File: src/rtl/intr_pkg.sv
`timescale 1ns/1ps
package intr_pkg;
  localparam int DW       = 8;
  localparam int NLOCAL   = 3;
  localparam int GIE_B    = 7;
  localparam int PEIE_B   = 6;
  localparam int EN_HI_B  = 5;
  localparam int EN_LO_B  = 3;
  localparam int FL_HI_B  = 2;
  localparam int FL_LO_B  = 0;
  localparam int CTRL_ADR = 0;

  typedef enum logic {ST_IDLE = 1'b0, ST_SVC = 1'b1} seq_state_e;
endpackage

File: src/rtl/intr_ctrl_reg.sv
`timescale 1ns/1ps
module intr_ctrl_reg
  import intr_pkg::*;
(
  input  logic              clk_i,
  input  logic              rst_ni,
  input  logic              wr_i,
  input  logic [DW-1:0]     wdata_i,
  input  logic [NLOCAL-1:0] evt_i,     // {timer, ext pin, port change}
  input  logic              gie_clr_i,
  input  logic              gie_set_i,
  output logic [DW-1:0]     ctrl_o
);
  logic [DW-1:0] q;

  always_ff @(posedge clk_i or negedge rst_ni) begin
    if (!rst_ni) begin
      q <= '0;
    end else begin
      q[PEIE_B:EN_LO_B] <= wr_i ? wdata_i[PEIE_B:EN_LO_B] : q[PEIE_B:EN_LO_B];
      // hardware set beats a software clear
      q[FL_HI_B:FL_LO_B] <= (wr_i ? wdata_i[FL_HI_B:FL_LO_B] : q[FL_HI_B:FL_LO_B]) | evt_i;
      // return beats acceptance beats software
      if (gie_set_i)      q[GIE_B] <= 1'b1;
      else if (gie_clr_i) q[GIE_B] <= 1'b0;
      else if (wr_i)      q[GIE_B] <= wdata_i[GIE_B];
    end
  end

  assign ctrl_o = q;
endmodule

File: src/rtl/intr_flag_bank.sv
`timescale 1ns/1ps
module intr_flag_bank #(
  parameter int NREG = 2,
  parameter int W    = 8
) (
  input  logic                  clk_i,
  input  logic                  rst_ni,
  input  logic [NREG-1:0]       flag_we_i,
  input  logic [NREG-1:0]       en_we_i,
  input  logic [W-1:0]          wdata_i,
  input  logic [NREG-1:0][W-1:0] evt_i,
  output logic [NREG-1:0][W-1:0] flag_o,
  output logic [NREG-1:0][W-1:0] en_o,
  output logic                  hit_o
);
  logic [NREG-1:0] reg_hit;

  for (genvar g = 0; g < NREG; g++) begin : g_reg
    always_ff @(posedge clk_i or negedge rst_ni) begin
      if (!rst_ni) begin
        flag_o[g] <= '0;
        en_o[g]   <= '0;
      end else begin
        flag_o[g] <= (flag_we_i[g] ? wdata_i : flag_o[g]) | evt_i[g];
        if (en_we_i[g]) en_o[g] <= wdata_i;
      end
    end
    assign reg_hit[g] = |(flag_o[g] & en_o[g]);
  end

  assign hit_o = |reg_hit;
endmodule

File: src/rtl/intr_mask_eval.sv
`timescale 1ns/1ps
module intr_mask_eval
  import intr_pkg::*;
(
  input  logic [DW-1:0] ctrl_i,
  input  logic          periph_hit_i,
  output logic          pending_o
);
  logic local_hit;

  // enables at 5..3 line up with flags at 2..0
  assign local_hit = |(ctrl_i[EN_HI_B:EN_LO_B] & ctrl_i[FL_HI_B:FL_LO_B]);
  assign pending_o = ctrl_i[GIE_B] & (local_hit | (ctrl_i[PEIE_B] & periph_hit_i));
endmodule

File: src/rtl/intr_seq.sv
`timescale 1ns/1ps
module intr_seq
  import intr_pkg::*;
(
  input  logic clk_i,
  input  logic rst_ni,
  input  logic pending_i,
  input  logic boundary_i,
  input  logic reti_i,
  output logic req_o,
  output logic ack_o,
  output logic in_svc_o,
  output logic gie_clr_o,
  output logic gie_set_o
);
  seq_state_e state_q;
  logic       pend_q;
  logic       accept;

  assign in_svc_o  = (state_q == ST_SVC);
  assign req_o     = pend_q & ~in_svc_o;
  assign accept    = boundary_i & req_o;
  assign gie_clr_o = accept;
  assign gie_set_o = reti_i & in_svc_o;

  always_ff @(posedge clk_i or negedge rst_ni) begin
    if (!rst_ni) begin
      state_q <= ST_IDLE;
      pend_q  <= 1'b0;
      ack_o   <= 1'b0;
    end else begin
      pend_q <= pending_i;
      ack_o  <= accept;
      if (accept)         state_q <= ST_SVC;
      else if (gie_set_o) state_q <= ST_IDLE;
    end
  end
endmodule

File: src/rtl/intr_ctrl.sv
`timescale 1ns/1ps
module intr_ctrl
  import intr_pkg::*;
#(
  parameter int              NPREG    = 2,
  parameter int              ADDR_W   = 3,
  parameter int              PC_W     = 13,
  parameter logic [PC_W-1:0] VEC_ADDR = 13'h0004
) (
  input  logic                clk_i,
  input  logic                rst_ni,
  input  logic [ADDR_W-1:0]   reg_addr_i,
  input  logic                reg_we_i,
  input  logic [DW-1:0]       reg_wdata_i,
  output logic [DW-1:0]       reg_rdata_o,
  input  logic                tmr_evt_i,
  input  logic                ext_evt_i,
  input  logic                pchg_evt_i,
  input  logic [NPREG*DW-1:0] per_evt_i,
  input  logic                boundary_i,
  input  logic                reti_i,
  output logic                irq_req_o,
  output logic                irq_ack_o,
  output logic                push_o,
  output logic [PC_W-1:0]     vec_o
);
  localparam int FLAG_BASE = 1;
  localparam int EN_BASE   = FLAG_BASE + NPREG;

  logic [DW-1:0]             ctrl;
  logic                      ctrl_we;
  logic [NPREG-1:0]          flag_we, en_we;
  logic [NPREG-1:0][DW-1:0]  pflag, pen;
  logic                      periph_hit, pending;
  logic                      gie, in_svc, gie_clr, gie_set;

  assign ctrl_we = reg_we_i && (reg_addr_i == ADDR_W'(CTRL_ADR));

  for (genvar g = 0; g < NPREG; g++) begin : g_dec
    assign flag_we[g] = reg_we_i && (reg_addr_i == ADDR_W'(FLAG_BASE + g));
    assign en_we[g]   = reg_we_i && (reg_addr_i == ADDR_W'(EN_BASE + g));
  end

  intr_ctrl_reg u_ctrl (
    .clk_i     (clk_i),
    .rst_ni    (rst_ni),
    .wr_i      (ctrl_we),
    .wdata_i   (reg_wdata_i),
    .evt_i     ({tmr_evt_i, ext_evt_i, pchg_evt_i}),
    .gie_clr_i (gie_clr),
    .gie_set_i (gie_set),
    .ctrl_o    (ctrl)
  );

  intr_flag_bank #(.NREG(NPREG), .W(DW)) u_bank (
    .clk_i     (clk_i),
    .rst_ni    (rst_ni),
    .flag_we_i (flag_we),
    .en_we_i   (en_we),
    .wdata_i   (reg_wdata_i),
    .evt_i     (per_evt_i),
    .flag_o    (pflag),
    .en_o      (pen),
    .hit_o     (periph_hit)
  );

  intr_mask_eval u_mask (
    .ctrl_i       (ctrl),
    .periph_hit_i (periph_hit),
    .pending_o    (pending)
  );

  intr_seq u_seq (
    .clk_i      (clk_i),
    .rst_ni     (rst_ni),
    .pending_i  (pending),
    .boundary_i (boundary_i),
    .reti_i     (reti_i),
    .req_o      (irq_req_o),
    .ack_o      (irq_ack_o),
    .in_svc_o   (in_svc),
    .gie_clr_o  (gie_clr),
    .gie_set_o  (gie_set)
  );

  assign gie    = ctrl[GIE_B];
  assign push_o = irq_ack_o;
  assign vec_o  = irq_ack_o ? VEC_ADDR : '0;

  always_comb begin
    reg_rdata_o = '0;
    if (reg_addr_i == ADDR_W'(CTRL_ADR)) reg_rdata_o = ctrl;
    for (int i = 0; i < NPREG; i++) begin
      if (reg_addr_i == ADDR_W'(FLAG_BASE + i)) reg_rdata_o = pflag[i];
      if (reg_addr_i == ADDR_W'(EN_BASE + i))   reg_rdata_o = pen[i];
    end
  end
endmodule

File: config.mk
export PLATFORM = sky130hd
export DESIGN_NAME = intr_ctrl
export DESIGN_NICKNAME = d
export VERILOG_FILES = /design/src/rtl/intr_pkg.sv /design/src/rtl/intr_ctrl_reg.sv /design/src/rtl/intr_flag_bank.sv /design/src/rtl/intr_mask_eval.sv /design/src/rtl/intr_seq.sv /design/src/rtl/intr_ctrl.sv
export SDC_FILE = /design/constraint.sdc
export NUM_CORES = 1
export LEC_CHECK = 0
export BUFFER_PORTS_ARGS = -buffer_cell sky130_fd_sc_hd__clkbuf_2
export CAP_MARGIN = 20
export CORE_MARGIN = 2
export CORE_UTILIZATION = 55
export CTS_BUF_LIST = sky130_fd_sc_hd__clkbuf_8
export CTS_CLUSTER_SIZE = 10
export DETAILED_ROUTE_END_ITERATION = 6
export GPL_ROUTABILITY_DRIVEN = 0
export PLACE_DENSITY = 0.88
export SKIP_CTS_REPAIR_TIMING = 1
export SLEW_MARGIN = 20
export SYNTH_ARGS = -nofsm -noshare
export SYNTH_HDL_FRONTEND = slang
export SYNTH_SLANG_ARGS = --single-unit
File: constraint.sdc
create_clock -name clk_i -period 1.6 [get_ports clk_i]
set_input_delay 0.16 -clock clk_i [delete_from_list [all_inputs] [get_ports clk_i]]
set_output_delay 0.16 -clock clk_i [all_outputs]
set_load 0.05 [all_outputs]
==> flow_metrics.tcl <==
set metrics [dict create \
    htreeDepth 2 \
    die_x_um 68.7 \
    diodes 0 \
    p_leak_nw 1.26 \
    clockBufferDepth 2 \
    p_sw_share_pct 32.7 \
    ys_types 30 \
    area_delta_synth_final_pct 23.9 \
    layout-drive-gt1-share_pct 44.9 \
    detail-route-antenna-nets 0 \
    setup_viol 8 \
    path_class "register to primary output" \
    startpoint "u_bank.en_o[5]" \
    drtPass1Iterations 4 \
    die_area_um2 4720 \
    port_buffers 46 \
    critical_path.max_fanout 3 \
    cts-root-buf "clkbuf_8" \
    final_cell_mix "dfrtp_1, clkbuf_2, nor2b_1" \
    p_sw_mw 1.08 \
    start_util_pct 57.2 \
    grt_usage_pct 24.4 \
    fin_crit_sh_pct 105 \
    cts_tree "done" \
    path_clk_slew_ns 0.08 \
    rr_worst_depth 5 \
    wl_per_cell_um 18.2 \
    syn_area_um2 2300 \
    max_freq_mhz 595 \
    multi_input_area_um2 1070 \
    yosys_warnings 0 \
    r2r-end "u_seq.pend_q" \
    synthCells 181 \
    min_period_ns 1.68 \
    holdPathStages 2 \
    synth_flop_cell "dfrtp_1" \
    final.setup_skew_ns 0.0110 \
    num_rows 23 \
    status "complete, but fails checks" \
    arrival_ns 1.52 \
    fillers 296 \
    synthArstFlopShare_pct 100 \
    via_count 1727 \
    worstHoldEndpoint "u_bank.flag_o[1]" \
    seqCellArea_um2 1080 \
    grt_pass1_wl_mm 8.11 \
    yosysSeqAreaShare_pct 46.7 \
    crit_required_ns 1.44 \
    maxSlewHeadroom_pct 64.3 \
    max_stage_delay_ns 0.48 \
    final.setup.worst_slack_ns -0.0818 \
    p_int_mw 2.21 \
    slew_viol_final 0 \
    layout.nets 277 \
    critPathSlowestCell "mux4_2" \
    viasPerCell 5.89 \
    grt_max_degree 44 \
    crit_path_start_kind "register" \
    layout_commonest_cell "dfrtp_1" \
    max-cap-violations 0 \
    combPwrFrac_pct 30.7 \
    ys_seq_elements 43 \
    synth_area_leader_cell "dfrtp_1" \
    synth_top_area_share_pct 46.7 \
    p_clk_share_pct 26.7 \
    io-pin-count 59 \
    core-area_um2 4030 \
    dpl_cell_area_um2 2640 \
    pre_cts_ws_ns 0.0677 \
    stdcell_count 293 \
    violations "negative setup slack" \
    reg2reg_from "u_ctrl.ctrl_o[0]" \
    rsz0062_at_grt "true" \
    clk_latency_ns 0.30 \
    synth_edf_count 0 \
    hp-class "input pin to register" \
    finalHoldViolations 0 \
    final_area_um2 2860 \
    fin_total_pwr_mw 3.29 \
    seqPwrFrac_pct 42.5 \
    grt_pass1_vias 1667 \
    vdd_drop_max_mv 0.690 \
    ff2ff_setup_slack_ns 0.17 \
    path_cells "mux4_2 > inv_1 > o21ai_1 > buf_12" \
    hpwl_mm 3.63 \
    endpoint_kind "primary output" \
    cts_sinks 43 \
    die_h_um 68.7 \
    avgSynthCellArea_um2 12.7 \
    cts_inserted_buffers 5 \
    drcViolationCount 0 \
    drt-total-wl_mm 5.32 \
    antenna_found_initial 0 \
    grt-ovfl-total 0 \
    tightest_slew_ns 0.536 \
    synth_area_leaders "dfrtp_1, mux4_2, a211o_1" \
    dp_cells 277 \
    hp-start "per_evt_i[1]" \
    drt_iter0_drc 186 \
    p_per_area_nw_per_um2 1150 \
]
-- metrics by stage --
stage	hold WS, ns	TNS (ns)	utilization [%]
after floorplan	-0.136	0	-
after global placement	0.257	0	65.6
after detailed placement	0.257	0	65.6
after CTS	-0.0653	-0.594	68.5
after global routing	0.0410	-0.739	70.9
final	0.0392	-0.478	70.9
-- registers in the layout, summed over array words and instances (netlist names) --
| name | flops |
|---|---|
| u_bank.en_o | 16 |
| u_seq.ack_o | 1 |
| u_seq.pend_q | 1 |
| u_bank.flag_o | 16 |
| u_seq.in_svc_o | 1 |
| u_ctrl.ctrl_o | 8 |
-- synthesized netlist by cell type (8+ instances only) --
master	number
nand2_1	9
o21ai_0	9
dfrtp_1	43
mux2_2	8
inv_1	10
a211o_1	19
mux2_4	8
buf_4	14
mux4_2	8
nor2b_1	20
-- final cells by class --
cell class / count / area share, %
inverter: 10 / 1.31
clock inverter: 2 / 1.23
sequential: 43 / 37.7
tap: 50 / 2.19
clock buffer: 6 / 2.89
multi-input combinational: 118 / 37.5
timing repair buffer: 64 / 17.3
-- power groups by stage --
| stage | combinational [mW] | sequential [mW] | clock (mW) |
|---|---|---|---|
| global placement | 0.921 | 1.40 | 0 |
| floorplan | 0.685 | 1.39 | 0 |
| detailed placement | 0.945 | 1.41 | 0 |
| CTS | 0.948 | 1.39 | 0.889 |
| finish | 1.01 | 1.40 | 0.880 |
| global route | 1.07 | 1.41 | 0.935 |
-- routing by layer --
layer	share of wire, %	track usage (%)
met5	0	0
met4	1.3	8.33
met3	9.0	6.01
met2	51	41.0
met1	38	31.1
-- cell families (layout without fill, tap and decap cells) --
family / Yosys count / in the layout / share of synthesized area [%]
flops: 43 / 43 / 46.7
mux: 29 / 29 / 19.3
compound gates: 40 / 40 / 13.4
other cells: 1 / 12 / 0.163
simple gates: 37 / 37 / 11.2
buf+inv: 31 / 82 / 9.17
-- worst max-delay path: cells and delay by family (launching register included) --
kind	cells	cell delay, ns
muxes	1	0.48
buffers and inverters	2	0.24
AOI/OAI and AO/OA	1	0.10
DFF	1	0.40
-- worst max path at each step --
stage	end	slack, ns
2_1_floorplan	u_ctrl.ctrl_o[7]	0.05
4_1_cts	reg_rdata_o[7]	-0.1
6_report	reg_rdata_o[5]	-0.08
3_5_place_dp	u_bank.flag_o[14]	0.07
5_1_grt	reg_rdata_o[5]	-0.11
3_3_place_gp	u_bank.flag_o[11]	0.15
(Power assumes the default switching activity.)
